`src/rtl/pm_seq_pkg.sv`:
```
package pm_seq_pkg;
  typedef enum logic [2:0] {
    ST_OST, ST_PLL, ST_RUN, ST_IDLE, ST_IWAKE, ST_SLEEP
  } pm_state_e;

  typedef enum logic [1:0] {SRC_PRI = 2'd0, SRC_SEC = 2'd1, SRC_RC = 2'd2} src_e;

  localparam int unsigned NUM_SRC = 3;

  function automatic src_e sel_to_src(input logic [1:0] sel);
    if (sel == 2'b00) return SRC_PRI;
    if (sel == 2'b01) return SRC_SEC;
    return SRC_RC;
  endfunction
endpackage

```
`src/rtl/pm_seq_cfg.sv`:
```
module pm_seq_cfg (
  input  logic       clk_i,
  input  logic       rst_ni,
  input  logic       soft_rst_i,
  input  logic       we_i,
  input  logic       idle_en_i,
  input  logic [1:0] sel_i,
  output logic       idle_en_o,
  output logic [1:0] sel_o
);
  always_ff @(posedge clk_i or negedge rst_ni) begin
    if (!rst_ni) begin
      idle_en_o <= 1'b0;
      sel_o     <= 2'b00;
    end else if (soft_rst_i) begin
      idle_en_o <= 1'b0;
      sel_o     <= 2'b00;
    end else if (we_i) begin
      idle_en_o <= idle_en_i;
      sel_o     <= sel_i;
    end
  end
endmodule

```
`src/rtl/pm_seq_cnt.sv`:
```
module pm_seq_cnt #(
  parameter int unsigned W = 4
) (
  input  logic         clk_i,
  input  logic         rst_ni,
  input  logic         clr_i,
  input  logic         en_i,
  input  logic [W-1:0] limit_i,
  output logic         done_o
);
  logic [W-1:0] cnt_q;

  assign done_o = en_i && (cnt_q == limit_i - W'(1));

  always_ff @(posedge clk_i or negedge rst_ni) begin
    if (!rst_ni)      cnt_q <= '0;
    else if (clr_i)   cnt_q <= '0;
    else if (done_o)  cnt_q <= '0;
    else if (en_i)    cnt_q <= cnt_q + W'(1);
  end
endmodule

```
`src/rtl/pm_seq_fsm.sv`:
```
module pm_seq_fsm
  import pm_seq_pkg::*;
#(
  parameter int unsigned OST_CYCLES      = 1024,
  parameter int unsigned PLL_CYCLES      = 8000,
  parameter int unsigned IDLE_RDY_CYCLES = 16
) (
  input  logic       clk_i,
  input  logic       rst_ni,
  input  logic       sleep_req_i,
  input  logic       idle_en_i,
  input  logic [1:0] sel_i,
  input  logic       wake_irq_i,
  input  logic       wake_wdt_i,
  input  logic       wake_rst_i,
  input  logic       pll_cfg_i,
  input  logic       pri_rdy_i,
  input  logic       pll_lock_i,
  output pm_state_e  state_o,
  output logic       run_entry_o,
  output logic       sleep_entry_o
);
  localparam int unsigned MAX_A = (OST_CYCLES > PLL_CYCLES) ? OST_CYCLES : PLL_CYCLES;
  localparam int unsigned MAX_C = (MAX_A > IDLE_RDY_CYCLES) ? MAX_A : IDLE_RDY_CYCLES;
  localparam int unsigned CNT_W = $clog2(MAX_C + 1);

  pm_state_e state_q, state_d;
  logic [CNT_W-1:0] limit;
  logic cnt_en, cnt_done, cnt_clr, wake_ev;

  assign wake_ev = wake_irq_i | wake_wdt_i;

  always_comb begin
    limit  = CNT_W'(OST_CYCLES);
    cnt_en = 1'b0;
    unique case (state_q)
      ST_OST:   begin limit = CNT_W'(OST_CYCLES);      cnt_en = pri_rdy_i;  end
      ST_PLL:   begin limit = CNT_W'(PLL_CYCLES);      cnt_en = pll_lock_i; end
      ST_IWAKE: begin limit = CNT_W'(IDLE_RDY_CYCLES); cnt_en = 1'b1;       end
      default:  ;
    endcase
  end

  always_comb begin
    state_d = state_q;
    if (wake_rst_i) begin
      state_d = ST_OST;
    end else begin
      unique case (state_q)
        ST_OST:   if (cnt_done) state_d = pll_cfg_i ? ST_PLL : ST_RUN;
        ST_PLL:   if (cnt_done) state_d = ST_RUN;
        ST_RUN:   if (sleep_req_i) state_d = idle_en_i ? ST_IDLE : ST_SLEEP;
        ST_IDLE:  if (wake_ev) state_d = ST_IWAKE;
        ST_IWAKE: if (cnt_done) state_d = ST_RUN;
        ST_SLEEP: if (wake_ev) state_d = (sel_to_src(sel_i) == SRC_PRI) ? ST_OST : ST_RUN;
        default:  state_d = ST_OST;
      endcase
    end
  end

  assign cnt_clr = wake_rst_i | (state_d != state_q);

  pm_seq_cnt #(.W(CNT_W)) u_cnt (
    .clk_i   (clk_i),
    .rst_ni  (rst_ni),
    .clr_i   (cnt_clr),
    .en_i    (cnt_en),
    .limit_i (limit),
    .done_o  (cnt_done)
  );

  always_ff @(posedge clk_i or negedge rst_ni) begin
    if (!rst_ni) state_q <= ST_OST;
    else         state_q <= state_d;
  end

  assign state_o       = state_q;
  assign run_entry_o   = !wake_rst_i && (state_d == ST_RUN) && (state_q != ST_RUN);
  assign sleep_entry_o = !wake_rst_i && (state_d == ST_SLEEP) && (state_q != ST_SLEEP);
endmodule

```
`src/rtl/pm_seq_out.sv`:
```
module pm_seq_out
  import pm_seq_pkg::*;
(
  input  logic       clk_i,
  input  logic       rst_ni,
  input  pm_state_e  state_i,
  input  logic       run_entry_i,
  input  logic       sleep_entry_i,
  input  logic       wake_rst_i,
  input  logic [1:0] sel_i,
  input  logic       pll_cfg_i,
  input  logic       two_speed_i,
  input  logic       wdt_en_i,
  input  logic       sec_en_i,
  output logic       cpu_clk_en_o,
  output logic       per_clk_en_o,
  output logic       pri_osc_en_o,
  output logic       pll_en_o,
  output logic       sec_osc_en_o,
  output logic       rc_osc_en_o,
  output logic [NUM_SRC-1:0] stat_o
);
  src_e act_q, sel_src, cur_src;
  logic [NUM_SRC-1:0] stat_q, src_hot;
  logic in_start, in_idle, in_run, active, early;

  assign sel_src  = sel_to_src(sel_i);
  assign in_start = (state_i == ST_OST) || (state_i == ST_PLL);
  assign in_idle  = (state_i == ST_IDLE) || (state_i == ST_IWAKE);
  assign in_run   = (state_i == ST_RUN);
  assign active   = in_run || in_idle;
  assign early    = in_start && two_speed_i;
  // Run keeps the source latched at entry; Idle follows the select field
  assign cur_src  = in_run ? act_q : sel_src;

  for (genvar i = 0; i < NUM_SRC; i++) begin : g_hot
    assign src_hot[i] = (sel_src == src_e'(i));
  end

  always_ff @(posedge clk_i or negedge rst_ni) begin
    if (!rst_ni) begin
      stat_q <= '0;
      act_q  <= SRC_PRI;
    end else if (wake_rst_i) begin
      stat_q <= '0;
      act_q  <= SRC_PRI;
    end else if (run_entry_i) begin
      stat_q <= src_hot;
      act_q  <= sel_src;
    end else if (sleep_entry_i) begin
      stat_q <= '0;
    end
  end

  for (genvar i = 0; i < NUM_SRC; i++) begin : g_stat
    if (i == int'(SRC_RC)) begin : g_rc
      assign stat_o[i] = in_start ? two_speed_i : stat_q[i];
    end else begin : g_other
      assign stat_o[i] = in_start ? 1'b0 : stat_q[i];
    end
  end

  assign cpu_clk_en_o = in_run || early;
  assign per_clk_en_o = in_run || in_idle || early;
  assign pri_osc_en_o = in_start || (active && cur_src == SRC_PRI);
  assign pll_en_o     = pll_cfg_i && ((state_i == ST_PLL) || (active && cur_src == SRC_PRI));
  assign sec_osc_en_o = sec_en_i || (active && cur_src == SRC_SEC);
  assign rc_osc_en_o  = wdt_en_i || (active && cur_src == SRC_RC) || early;
endmodule

```
`src/rtl/pm_seq.sv`:
```
module pm_seq
  import pm_seq_pkg::*;
#(
  parameter int unsigned OST_CYCLES      = 1024,
  parameter int unsigned PLL_CYCLES      = 8000,
  parameter int unsigned IDLE_RDY_CYCLES = 16
) (
  input  logic       clk_i,
  input  logic       rst_ni,
  input  logic       sleep_req_i,
  input  logic       cfg_we_i,
  input  logic       cfg_idle_en_i,
  input  logic [1:0] cfg_sel_i,
  input  logic       wake_irq_i,
  input  logic       wake_wdt_i,
  input  logic       wake_rst_i,
  input  logic       pll_cfg_i,
  input  logic       two_speed_i,
  input  logic       wdt_en_i,
  input  logic       sec_en_i,
  input  logic       pri_rdy_i,
  input  logic       pll_lock_i,
  output logic       cpu_clk_en_o,
  output logic       per_clk_en_o,
  output logic       pri_osc_en_o,
  output logic       pll_en_o,
  output logic       sec_osc_en_o,
  output logic       rc_osc_en_o,
  output logic       stat_pri_o,
  output logic       stat_sec_o,
  output logic       stat_rc_o,
  output logic       idle_en_o,
  output logic [1:0] sel_o
);
  pm_state_e state;
  logic run_entry, sleep_entry, run_st, sleep_st;
  logic [NUM_SRC-1:0] stat;

  pm_seq_cfg u_cfg (
    .clk_i      (clk_i),
    .rst_ni     (rst_ni),
    .soft_rst_i (wake_rst_i),
    .we_i       (cfg_we_i),
    .idle_en_i  (cfg_idle_en_i),
    .sel_i      (cfg_sel_i),
    .idle_en_o  (idle_en_o),
    .sel_o      (sel_o)
  );

  pm_seq_fsm #(
    .OST_CYCLES      (OST_CYCLES),
    .PLL_CYCLES      (PLL_CYCLES),
    .IDLE_RDY_CYCLES (IDLE_RDY_CYCLES)
  ) u_fsm (
    .clk_i         (clk_i),
    .rst_ni        (rst_ni),
    .sleep_req_i   (sleep_req_i),
    .idle_en_i     (idle_en_o),
    .sel_i         (sel_o),
    .wake_irq_i    (wake_irq_i),
    .wake_wdt_i    (wake_wdt_i),
    .wake_rst_i    (wake_rst_i),
    .pll_cfg_i     (pll_cfg_i),
    .pri_rdy_i     (pri_rdy_i),
    .pll_lock_i    (pll_lock_i),
    .state_o       (state),
    .run_entry_o   (run_entry),
    .sleep_entry_o (sleep_entry)
  );

  pm_seq_out u_out (
    .clk_i         (clk_i),
    .rst_ni        (rst_ni),
    .state_i       (state),
    .run_entry_i   (run_entry),
    .sleep_entry_i (sleep_entry),
    .wake_rst_i    (wake_rst_i),
    .sel_i         (sel_o),
    .pll_cfg_i     (pll_cfg_i),
    .two_speed_i   (two_speed_i),
    .wdt_en_i      (wdt_en_i),
    .sec_en_i      (sec_en_i),
    .cpu_clk_en_o  (cpu_clk_en_o),
    .per_clk_en_o  (per_clk_en_o),
    .pri_osc_en_o  (pri_osc_en_o),
    .pll_en_o      (pll_en_o),
    .sec_osc_en_o  (sec_osc_en_o),
    .rc_osc_en_o   (rc_osc_en_o),
    .stat_o        (stat)
  );

  assign stat_pri_o = stat[SRC_PRI];
  assign stat_sec_o = stat[SRC_SEC];
  assign stat_rc_o  = stat[SRC_RC];
  assign run_st     = (state == ST_RUN);
  assign sleep_st   = (state == ST_SLEEP);
endmodule

```
`config.mk`:
```
export PLATFORM = sky130hd
export DESIGN_NAME = pm_seq
export DESIGN_NICKNAME = d
export VERILOG_FILES = /design/src/rtl/pm_seq_pkg.sv /design/src/rtl/pm_seq_cfg.sv /design/src/rtl/pm_seq_cnt.sv /design/src/rtl/pm_seq_fsm.sv /design/src/rtl/pm_seq_out.sv /design/src/rtl/pm_seq.sv
export SDC_FILE = /design/constraint.sdc
export NUM_CORES = 1
export LEC_CHECK = 0
export CAP_MARGIN = 20
export CELL_PAD_IN_SITES_DETAIL_PLACEMENT = 0
export CELL_PAD_IN_SITES_GLOBAL_PLACEMENT = 1
export CORE_UTILIZATION = 47
export CTS_CLUSTER_SIZE = 8
export DETAILED_ROUTE_END_ITERATION = 6
export DONT_BUFFER_PORTS = 1
export GPL_ROUTABILITY_DRIVEN = 1
export PLACE_DENSITY = 0.75
export RECOVER_POWER = 100
export SETUP_SLACK_MARGIN = 0.5
export SLEW_MARGIN = 40
export SYNTH_ARGS = -nofsm -noshare
export SYNTH_HDL_FRONTEND = slang
export SYNTH_SLANG_ARGS = --single-unit
```
`constraint.sdc`:
```
create_clock -name clk_i -period 2.8 [get_ports clk_i]
set_clock_uncertainty 0.1 [all_clocks]
set_input_delay 0.56 -clock clk_i [delete_from_list [all_inputs] [get_ports clk_i]]
set_output_delay 0.56 -clock clk_i [all_outputs]
set_load 0.02 [all_outputs]
```
======== Yosys cells after proc, flatten, opt, wreduce, memory -nomap -nowiden ========
Index checks and enable logic that the tools add are counted.
operators by class
  add/sub/neg operators ................... 2
  $mul .................................... 0
  div/mod/pow operators ................... 0
  order comparisons ....................... 0
  equality and inequality tests ........... 16
  shift operators ......................... 0
  multiplexer cells ....................... 47
  bitwise logic cells ..................... 2
  reductions and logical operators ........ 31
operators by type and width
  kind                     count
  $mux W13                 3
  $mux W2                  16
  $mux W3                  10
  $pmux W13 S2             1
  $mux W1                  15
  $pmux W3 S5              1
  $add A13 B1 Y13 const B  1
  $eq A13 B13 Y1           1
  $sub A13 B1 Y13 const B  1
  $logic_and A1 B1 Y1      10
  $logic_or A1 B1 Y1       10
  $eq A3 B2 Y1 const B     3
  $eq A3 B3 Y1 const B     3
  $logic_not A2 Y1         4
  $eq A2 B1 Y1 const B     3
  $reduce_bool A3 Y1       2
  $eq A2 B2 Y1 const B     2
  $reduce_bool A2 Y1       2
  $eq A3 B1 Y1 const B     1
  $logic_not A3 Y1         1
  $ne A3 B2 Y1 const B     1
  $ne A3 B3 Y1             1
  $ne A3 B3 Y1 const B     1
  $pmux W1 S3              1
  other kinds (3)          4
storage, ports and cells
  register bits after elaboration ......... 24
  latch bits .............................. 0
  RAM bits ................................ 0
  memory bits (read-only) ................. 0
  output and inout port bits .............. 12
  logic and storage cells ................. 104
  memories kept ........................... 0

======== Longest topological paths before layout ========
Gate-level depths: netlist of run 1.
  depth after elaboration ................. 25
  depth in mapped cells ................... 8
  mapped depth without buffers ............ 7

======== By module ========
From an unflattened synthesis of run 1, not the netlist that was laid out.
second synthesis, totals
  cell total of the unflattened synthesis .. 290
  area, all modules ....................... 2,303.5 µm²
by module, submodules not included
  module      times used  cells an instance  area each (µm²)
  pm_seq_cnt  1           180                1,416.4
  pm_seq_fsm  1           56                 401.6
  pm_seq_out  1           45                 369.1
  pm_seq_cfg  1           9                  116.4

======== Worst setup path after synthesis of run 1 ========
OpenSTA, ideal clock, no wires.
  path kind ............................... flip-flop to output port
  from .................................... register u_fsm.state_q[2] (netlist: u_fsm.state_o[2])
  to ...................................... output pll_en_o
  arrival ................................. 1.651 ns
  required time ........................... 2.140 ns
  setup slack ............................. 0.489 ns
  cell stages (with the launch flop) ...... 7
  cell sequence ........................... dfrtp_1 -> buf_4 -> nand2b_1 -> nor2_1 -> mux2i_1 -> nand2b_1 -> a21boi_0
on the way
  longest elaborated chain between the ends .. 6
  elaborated cells between the ends (all ways) .. 11
  those cells by class .................... 4 x eq/ne; 1 x mux; 6 x reduce/logical
RTL lines
  item                                                           RTL line                            text
  start, declared                                                pm_seq_fsm.sv:27                    pm_state_e state_q, state_d;
  start signal, assigned                                         pm_seq_fsm.sv:74                    else state_q <= state_d;
  $eq A3 B2 Y1, or another cell as far along                     pm_seq_out.sv:30                    assign in_run = (state_i == ST_RUN);
  $mux W2 / $logic_or A1 B1 Y1 (equally long branches)           pm_seq_out.sv:34, pm_seq_out.sv:29
  $logic_not A2 Y1 / $logic_or A1 B1 Y1 (equally long branches)  pm_seq_out.sv:66, pm_seq_out.sv:31
  $logic_and A1 B1 Y1                                            pm_seq_out.sv:66                    assign pll_en_o = pll_cfg_i && ((state_i == ST_PLL) || (active && cur_src == SRC_PRI));
  $logic_or A1 B1 Y1 *                                           pm_seq_out.sv:66
  $logic_and A1 B1 Y1 *                                          pm_seq_out.sv:66
  end, declared                                                  pm_seq.sv:26                        output logic pll_en_o,
Every way passes the cells marked *; elsewhere a longest branch is shown, timed or not.

======== Final worst setup path of run 1 ========
  from .................................... register u_fsm.state_q[1] (netlist: u_fsm.state_o[1])
  to ...................................... register u_out.act_q[0]
on the way
  longest elaborated chain between the ends .. 12
  elaborated cells between the ends (all ways) .. 24
  those cells by class .................... 1 x add/sub; 8 x eq/ne; 9 x mux; 6 x reduce/logical
RTL lines
  item                                                 RTL line                                              text
  $eq A3 B3 Y1 / $eq A3 B1 Y1 (equally long branches)  pm_seq_fsm.sv:36, pm_seq_fsm.sv:49
  $pmux W13 S2                                         pm_seq_fsm.sv:36                                      unique case (state_q)
  $sub A13 B1 Y13                                      pm_seq_cnt.sv:13                                      assign done_o = en_i && (cnt_q == limit_i - W'(1));
  $eq A13 B13 Y1                                       pm_seq_cnt.sv:13
  $logic_and A1 B1 Y1                                  pm_seq_cnt.sv:13
  $mux W3 (on tied branches)                           pm_seq_fsm.sv:51, pm_seq_fsm.sv:54, pm_seq_fsm.sv:50
  $pmux W3 S5                                          pm_seq_fsm.sv:49                                      unique case (state_q)
  $mux W3                                              pm_seq_fsm.sv:46                                      if (wake_rst_i) begin
  $eq A3 B2 Y1                                         pm_seq_fsm.sv:78                                      assign run_entry_o = !wake_rst_i && (state_d == ST_RUN) && (state_q != ST_RUN);
  $logic_and A1 B1 Y1                                  pm_seq_fsm.sv:78
  $logic_and A1 B1 Y1 *                                pm_seq_fsm.sv:78
  $reduce_bool A2 Y1 (no line) *                       n/a
  end signal, assigned                                 pm_seq_out.sv:49                                      act_q <= sel_src;
  end, declared                                        pm_seq_out.sv:23                                      src_e act_q, sel_src, cur_src;
Marked as above.
A chain may end at the register's enable or synchronous reset.

==> results.toml, run 1 <==
[setup_path]
r2r_setup_slack_ps = 340
worst_setup_path_start_kind = "flop"
reg2reg_to = "u_out.act_q[0]"
cp.depth = 8
endpoint_kind = "flop"
cp_cell_sequence = "clkbuf_1 > and2b_2 > buf_4 > a221oi_1 > o211ai_2 > o21ai_4 > or2_2 > o21ai_0"
cp.required_ps = 2890
slowest_delay_ps = 510
cp_num_buf_inv = 2
cp-endpoint = "u_out.act_q[0]"
arrival_ps = 2550
timing.rr.start = "u_fsm.state_o[1]"
path_delay_family = "compound AO/OA/AOI/OAI gates"
slowest_stage = "dfrtp_1"
reg2reg_depth = 8
crit_type = "flop to flop"
timing.critical_path.from = "u_fsm.state_o[1]"
crit_path_max_fanout = 5

[floorplan]
die_y_um = 60.3
rows = 20
dieArea_um2 = 3630
initial_utilization = 0.510
fp.dieW_um = 60.3
io_pins = 28
core-area_um2 = 3130

[global_route]
grt_util_all_layers = 0.218
grt_overflow = 0
grt_max_degree = 25
grt_pass1_wl_mm = 5.69
grt_pass1_vias = 1280
grt_antenna_before_repair = 0

[routing]
drc = 0
wl_per_cell_um = 15.2
dr.pass1.iters = 4
via_per_inst = 5.72
vias = 1361
drt_iter0_drc = 53
final_antenna_net_count = 0
routed_wl_mm = 3.62

[worst_hold_path]
holdCritPathClass = "input port to flop"

[cts]
clockRootBuffer = "clkbuf_4"
cts_buffers = 3
cts.sinks = 24
insertion_delay_ps = 310
path_clk_slew_ps = 120
cts_tree = "yes"
cts-root-to-sink-buffers = 2
htreeDepth = 1

[sta]
setup_viol = 0
finalHoldViolCount = 0
worst_slew_pin_slew_ps = 1290
post-route-period-util = 0.878
maxSlewViolCount = 0
setup_tns_ps = 0
rsz0062_at_grt = "true"
fmaxAchievable_ghz = 0.407
finalCriticalPeriod_ps = 2460
slew_headroom = 0.137

[synth]
synth_edf_count = 0
avgSynthCellArea_um2 = 8.87
synth_simple_gate_area_frac = 0.274
synthMuxAreaShare = 0.0502
synth_top_area_cell = "dfrtp_1"
synth_xor_area_frac = 0.0713
postSynthCellCount = 180
syn_nets = 197
async_flop_share = 1.00
synth-compound-area-share = 0.176
synth.area.top_cells = "dfrtp_1, nor2_1, mux2i_1, xnor2_1, nand2_1"
yosys.area.top_type_share = 0.376
synth-main-ff-cell = "dfrtp_1"
yosysUniqueCellTypes = 50
ys_warn_count = 0
synth_top_family_by_area = "simple AND/OR/NAND/NOR gates"
post_synth_instance_area_um2 = 1600
synth_seq_cells = 24
synth_fa_ha_area_frac = 0.00784
ys_seq_area_frac = 0.376

[run_status]
outcome = "finished clean"

[placed_design]
port_buffers = 0
place_area_um2 = 1650
placed_cells = 224
gp_congestion = 0.842
hpwlAfterDp_mm = 2.62

[finish]
final_cells = 238
mostFrequentLayoutCell = "nor2_1"
drive_gt1_frac = 0.232
finalInstanceArea_um2 = 1840
mostFrequentLayoutCells = "nor2_1, dfrtp_1, nand2_1, buf_4, xnor2_1"
syn_to_final_growth_pct = 15.2
nets = 212
antenna_cells = 0

[power]
max-vdd-ir-drop_v = 0.000253
p_per_area_nw_per_um2 = 321
p_leak_nw = 0.778

[job]
drv_cap = 0
## kinds of logic after synthesis
kind of cell / after synthesis
AOI/OAI and AO/OA: 36
xor gates and xnor gates: 13
adders and majority gates: 1
buffers and inverters: 13
DFF: 24
muxes: 8
and+or+nand+nor: 85
## worst register-to-register path, cell delays in order, from the launching register on
cell	delay, ps
dfrtp_1	510
clkbuf_1	190
and2b_2	220
buf_4	150
a221oi_1	470
o211ai_2	190
o21ai_4	260
or2_2	180
o21ai_0	80
## per-layer routing
layer,up-vias,wire length (um),GRT usage
met5,-,0,0
met4,0,32,0.0664
met3,6,137,0.0346
met2,35,1670,0.344
met1,661,1780,0.304
li1,659,-,-
## report_power, final
| group | internal [mW] | total [mW] | switching (mW) | leakage [nW] |
|---|---|---|---|---|
| registers | 0.352 | 0.359 | 0.00730 | 0.328 |
| logic | 0.0180 | 0.0530 | 0.0350 | 0.429 |
| clock network | 0.0794 | 0.178 | 0.0987 | 0.0210 |
## per-stage QoR
stage / total power, mW / utilization / worst slack [ps] / hold WS (ps)
final: 0.590 / 0.588 / 340 / 202
after global routing: 0.619 / 0.588 / 200 / 177
after CTS: 0.600 / 0.582 / 433 / 185
after detailed placement: 0.409 / 0.528 / 361 / 165
after global placement: 0.408 / 0.528 / 375 / 165
after floorplan: 0.403 / - / 636 / 164
## worst min path at each step
stage / from / end / slack (ps) / depth (start not counted)
2_1_floorplan: rst_ni / u_cfg.idle_en_o / 160 / 0
3_3_place_gp: rst_ni / u_fsm.u_cnt.cnt_q[11] / 170 / 0
3_5_place_dp: rst_ni / u_fsm.u_cnt.cnt_q[11] / 170 / 0
4_1_cts: wake_rst_i / u_fsm.state_o[1] / 190 / 1
5_1_grt: wake_rst_i / u_cfg.sel_o[0] / 180 / 1
6_report: wake_rst_i / u_cfg.idle_en_o / 200 / 1
## registers in the layout, summed over array words and instances (netlist names)
signal	flops
u_fsm.u_cnt.cnt_q	13
u_fsm.state_o	3
u_out.stat_q	3
u_cfg.sel_o	2
u_out.act_q	2
u_cfg.idle_en_o	1
## final cells by class
type / count / area (um^2)
flip-flops and latches: 24 / 603
multi-input cells: 143 / 997
clock buffers: 4 / 36.3
inverters: 7 / 26.3
well taps: 44 / 55.1
fillers: 291 / 1290
repair buffers: 16 / 121
## synthesized netlist by cell type (all sizes together) (2+ instances only)
cell type  number
nor2           32
dfrtp          24
nand2          16
o21ai          13
mux2i           8
xnor2           8
inv             7
a21oi           6
nand3           6
buf             5
nand2b          5
nand4           5
xor2            5
and3            4
nor3b           3
o211ai          3
a211oi          2
and2b           2
nor2b           2
o211a           2
o31ai           2
or2             2
## what timing repair did
item,CTS,global route
pin swaps,3,4
setup endpoints to repair,22,13
hold buffers,1,0
hold endpoints to repair,24,0
setup buffers,7,2
resized for setup,15,14
Power figures use the tool's default switching activity.
==> run 2, diff against run 1 <==
CORE_UTILIZATION = 48   (was 47)
PLACE_DENSITY = 0.78   (was 0.75)
SYNTH_HIERARCHICAL = 1   (was default)
==> run 2 against run 1 <==
Compared with the run above:
- the run now ends with design-rule violations, negative setup slack left
- first-iteration DRC count is 120% higher
- final cell count is 83% higher
- power is 43% higher
- via count is 81% higher
- utilization is 15 points higher
- sequential share of layout area is 14 points lower
- final area is 78% higher
- maximum frequency is 32% lower
- wire length is 87% higher
- sequential power is 2% higher
- critical path type unchanged
- critical endpoint is now u_fsm/u_cnt/cnt_q[1]
==> results.toml, run 2 <==
[finish]
drive_gt1_frac = 0.315
top_register = "u_fsm/u_cnt/cnt_q"
mostFrequentLayoutCell = "buf_4"
mostFrequentLayoutCells = "buf_4, conb_1, nor2_1, dfrtp_1, nand2_1"
largest_register_ffs = 13
syn_to_final_growth_pct = 42.5
multi_input_area_um2 = 1960
antenna_cells = 0
nFillCells = 357
post-route-util = 0.734
nets = 403
regArea_um2 = 604

[cts]
cts_buffers = 3
cts-root-to-sink-buffers = 2
cts.sinks = 24
path_clk_slew_ps = 100
cts_tree = "yes"
htreeDepth = 1
insertion_delay_ps = 270
clockRootBuffer = "clkbuf_8"

[sta]
slew_headroom = 0.0741
setup_ws_ps = -792
post-route-period-util = 1.28
finalCriticalPeriod_ps = 3590
maxSlewViolCount = 0
rsz0062_at_grt = "true"
finalHoldViolCount = 0
setup_viol = 20
fmaxAchievable_ghz = 0.278
worst_slew_pin_slew_ps = 1390
setup_tns_ps = -13270

[synth]
synth_common_cells = "nor2_1, dfrtp_1, nand2_1"
synth_top_area_cell = "dfrtp_1"
avgSynthCellArea_um2 = 7.94
synth_edf_count = 0
yosys.area.top_type_share = 0.261
postSynthCellCount = 290
ys_warn_count = 6
synth.most_common_cell = "nor2_1"
yosysUniqueCellTypes = 63
synth_seq_cells = 24
post_synth_instance_area_um2 = 2300
synth.area.top_cells = "dfrtp_1, nor2_1, nand2_1, o211ai_1, mux2i_1"
synth-main-ff-cell = "dfrtp_1"
async_flop_share = 1.00
ys_seq_area_frac = 0.261

[power]
p_per_area_nw_per_um2 = 258
max-vdd-ir-drop_v = 0.000185
p_leak_nw = 1.41

[setup_path]
crit_type = "flop to flop"
endpoint_kind = "flop"
cp.required_ps = 2870
crit_path_max_fanout = 14
worst_setup_path_start_kind = "flop"
arrival_ps = 3670

[floorplan]
rows = 24
fp.dieW_um = 71.3
dieArea_um2 = 5080
die_y_um = 71.3
io_pins = 28
core-area_um2 = 4470
initial_utilization = 0.515

[job]
drv_cap = 0

[routing]
routed_wl_mm = 6.77
via_per_inst = 5.64
final_antenna_net_count = 0
dr.pass1.iters = 7
vias = 2460
wl_per_cell_um = 15.5
drc = 6
drt_iter0_drc = 117

[placed_design]
gp_congestion = 0.803
hpwlAfterDp_mm = 4.71
port_buffers = 0

[run_status]
outcome = "complete, but fails checks"
violations = "design-rule violations, negative setup slack"

[global_route]
grt_pass1_wl_mm = 10.9
grt_max_degree = 39
grt_pass1_vias = 2319
grt_overflow = 0
grt_util_all_layers = 0.273
grt_antenna_before_repair = 0

[worst_hold_path]
holdCritPathClass = "input port to flop"
==> run 2: worst paths after layout <==
check / from / endpoint / slack, ps / depth (start not counted)
worst min-delay path: wake_rst_i / u_out/stat_q[1] / 230 / 1
worst max register to register: u_fsm/state_o[2] / u_fsm/u_cnt/cnt_q[1] / -790 / 15
max in group asynchronous: rst_ni / u_fsm/state_o[0] / 650 / 2
worst min register to register: u_out/stat_q[1] / u_out/stat_q[1] / 430 / 2
worst max-delay path: u_fsm/state_o[2] / u_fsm/u_cnt/cnt_q[1] / -790 / 15
min in group asynchronous: rst_ni / u_fsm/u_cnt/cnt_q[3] / 1040 / 2
==> run 2: metal layers <==
layer  GRT usage  vias up  part of all wire
met5           0        -                 0
met4      0.0933        0             0.021
met3      0.0352       10             0.044
met2       0.505       65              0.51
met1       0.326     1153              0.42
li1            -     1232                 -
==> run 2: critical path: stages (launching register included) <==
cell,delay (ps)
dfrtp_2,420
nor2b_4,140
nand2b_4,70
inv_2,30
or4_4,520
or3_1,420
o21ai_2,160
nor4_2,60
and3_4,180
nand3b_1,80
a211oi_1,80
a2111oi_2,360
o211ai_1,160
buf_6,180
or3b_2,440
o311ai_1,80
==> run 2: cells by family after synthesis <==
logic type                 share of synthesized area
AOI/OAI and AO/OA                              0.262
xor gates and xnor gates                      0.0592
adders and majority gates                     0.0109
buffers and inverters                         0.0407
DFF                                            0.261
muxes                                         0.0397
other                                        0.00163
and+or+nand+nor                                0.325
==> run 2: power breakdown <==
| group | internal [mW] | switching [mW] | leakage (nW) |
|---|---|---|---|
| clock network | 0.191 | 0.126 | 0.0357 |
| logic | 0.0665 | 0.0965 | 1.05 |
| registers | 0.354 | 0.0124 | 0.326 |
| total | 0.612 | 0.235 | 1.41 |
==> run 2: layout make-up <==
| cell class | count | share of cell area |
|---|---|---|
| clock buffer | 3 | 0.0126 |
| inverter | 6 | 0.00686 |
| sequential | 24 | 0.184 |
| multi-input combinational | 282 | 0.598 |
| clock inverter | 1 | 0.00915 |
| tap | 52 | 0.0198 |
| timing repair buffer | 68 | 0.169 |
==> run 2: per-stage QoR <==
| stage | hold WS, ps | cell area [um^2] | cells | power [mW] | setup WS (ps) |
|---|---|---|---|---|---|
| finish | 230 | 3280 | 436 | 0.847 | -792 |
| global route | 219 | 3280 | 436 | 0.878 | -951 |
| CTS | 214 | 3240 | 434 | 0.855 | -825 |
| detailed placement | 165 | 2970 | 420 | 0.513 | -877 |
| global placement | 165 | 2970 | 420 | 0.511 | -775 |
| floorplan | 164 | 2580 | 328 | 0.481 | -883 |
==> run 2: timing repair <==
item	CTS	global route
resized for setup	27	13
setup buffers	8	2
setup endpoints to repair	28	29
pin swaps	9	6
hold buffers	2	0
gates cloned	0	0
hold endpoints to repair	24	0
==> run 3, diff against run 2 <==
ABC_AREA = 1   (was default)
CORE_UTILIZATION = 46   (was 48)
PLACE_DENSITY = 0.77   (was 0.78)
==> run 3 against run 2 <==
Compared with the run above:
- critical path type unchanged
- critical endpoint is now u_fsm/u_cnt/cnt_q[0]
- final area increased by 5.6%
- the run ends with negative setup slack left
- register-to-register slack gained 420 ps
- combinational power rose to 2.8 times the previous value
- final cell count grew 16%
==> results.toml, run 3 <==
[run_status]
outcome = "complete, but fails checks"
violations = "negative setup slack"

[global_route]
grt_util_all_layers = 0.252
grt_antenna_before_repair = 0
grt_max_degree = 25
grt_pass1_vias = 2217
grt_pass1_wl_mm = 10.4
grt_overflow = 0

[floorplan]
initial_utilization = 0.490
rows = 25
die_y_um = 73.9
io_pins = 28
fp.dieW_um = 73.9
core-area_um2 = 4850
dieArea_um2 = 5460

[cts]
cts-root-to-sink-buffers = 2
htreeDepth = 1
cts.sinks = 24
path_clk_slew_ps = 90
clockRootBuffer = "clkbuf_8"
cts_tree = "yes"
cts_buffers = 3
insertion_delay_ps = 270

[placed_design]
placed_cells = 467
hpwlAfterDp_mm = 4.63
place_area_um2 = 2810
gp_congestion = 0.854
port_buffers = 0
dp_worst_setup_slack_ps = -501

[power]
power_mw = 1.15
max-vdd-ir-drop_v = 0.000337
p_per_area_nw_per_um2 = 332
p_leak_nw = 1.60

[sta]
finalHoldViolCount = 0
finalCriticalPeriod_ps = 3170
setup_ws_ps = -371
setup_tns_ps = -5280
slew_headroom = 0.117
post-route-period-util = 1.13
setup_viol = 20
worst_slew_pin_slew_ps = 1330
fmaxAchievable_ghz = 0.315
rsz0062_at_grt = "true"
fin_hold_ws_ps = 329
maxSlewViolCount = 0

[job]
drv_cap = 0

[routing]
wl_per_cell_um = 13.2
vias = 2403
drt_iter0_drc = 131
dr.pass1.iters = 4
routed_wl_mm = 6.65
drc = 0
via_per_inst = 4.77
final_antenna_net_count = 0

[finish]
mostFrequentLayoutCells = "nand2_1, buf_4, inv_1, dfrtp_1, nand3_1"
final_cells = 504
syn_to_final_growth_pct = 45.8
largest_register_ffs = 13
drive_gt1_frac = 0.439
top_register = "u_fsm/u_cnt/cnt_q"
mostFrequentLayoutCell = "nand2_1"
finalInstanceArea_um2 = 3460
antenna_cells = 0
nets = 456
post-route-util = 0.715

[synth]
synth_common_cells = "nand2_1, inv_1, nand3_1"
synth.area.top_cells = "dfrtp_1, nand2_1, inv_1, nand3_1, nor2_4"
synth.most_common_cell = "nand2_1"
yosys.area.top_type_share = 0.253
postSynthCellCount = 351
ys_seq_area_frac = 0.253
async_flop_share = 1.00
yosysUniqueCellTypes = 38
synth_top_area_cell = "dfrtp_1"
ys_warn_count = 6
post_synth_instance_area_um2 = 2380
avgSynthCellArea_um2 = 6.77
synth_edf_count = 0
synth-main-ff-cell = "dfrtp_1"
synth_seq_cells = 24

[setup_path]
crit_type = "flop to flop"
cp.required_ps = 2910
endpoint_kind = "flop"
crit_path_max_fanout = 15
arrival_ps = 3280
worst_setup_path_start_kind = "flop"

[worst_hold_path]
holdCritPathClass = "input port to flop"
run 3: changes by cell type in the layout (fill, tap and decap cells not counted), moves of 10 or more:
cell	delta
nand2_1	+69
nand3_2	+15
inv_1	+33
conb_1	-21
o211ai_1	-10
nor2_4	+13
nand2_2	+13
nor2_2	+12
nor2_1	-16
inv_2	+13
run 3: cell families after synthesis:
group,synth area share
AOI/OAI and AO/OA,0.108
xor gates and xnor gates,0.0664
adders and majority gates,0.0105
buffers and inverters,0.107
DFF,0.253
other,0.00158
and+or+nand+nor,0.453
run 3: layout make-up:
cell class	count	area, um^2
multi-input cells	283	1900
fillers	389	1380
flip-flops and latches	24	603
repair buffers	69	581
inverters	57	229
well taps	67	83.8
clock buffers	3	41.3
clock inverters	1	30.0
run 3: worst max-delay path, cell delays in order (launching register included):
cell and delay, ps:
dfrtp_2 460, inv_4 80, nor3_4 50, buf_12 160, nor2_4 110, nand2_2 80, nor2_4 170, nand2_1 90
nand2_1 80, nand2_1 80, buf_4 150, buf_4 130, buf_4 120, buf_4 120, buf_4 120, buf_4 120
buf_4 120, buf_4 120, buf_4 120, nand2_1 100, nor2_4 60, nand3_4 160, nand2_8 90, a21oi_2 120
run 3: repair_timing:
item,in CTS,in global routing
hold buffers,2,0
cloned,1,0
setup endpoints to repair,25,28
setup buffers,21,9
pin swaps,19,17
hold endpoints to repair,24,0
gates resized for setup,47,48
run 3: path summary, 6_finish.rpt:
check,from,endpoint,slack (ps),depth (start not counted)
max,u_fsm/state_o[0],u_fsm/u_cnt/cnt_q[0],-370,23
min,cfg_we_i,u_cfg/sel_o[0],330,3
max reg2reg,u_fsm/state_o[0],u_fsm/u_cnt/cnt_q[0],-370,23
min reg2reg,u_out/stat_q[2],u_out/stat_q[2],450,2
max in group asynchronous,rst_ni,u_fsm/state_o[0],730,2
min in group asynchronous,rst_ni,u_fsm/state_o[1],1010,2
run 3: power breakdown:
group | total [mW] | switching (mW) | internal (mW)
combinational | 0.451 | 0.254 | 0.197
sequential | 0.393 | 0.0245 | 0.368
clock | 0.307 | 0.116 | 0.191
total | 1.15 | 0.395 | 0.757
run 3: routing by layer:
| layer | wire length, um | track usage | up-vias |
|---|---|---|---|
| met5 | 0 | 0 | - |
| met4 | 21 | 0.0342 | 0 |
| met3 | 204 | 0.0329 | 4 |
| met2 | 3070 | 0.403 | 36 |
| met1 | 3360 | 0.370 | 1107 |
| li1 | - | - | 1256 |
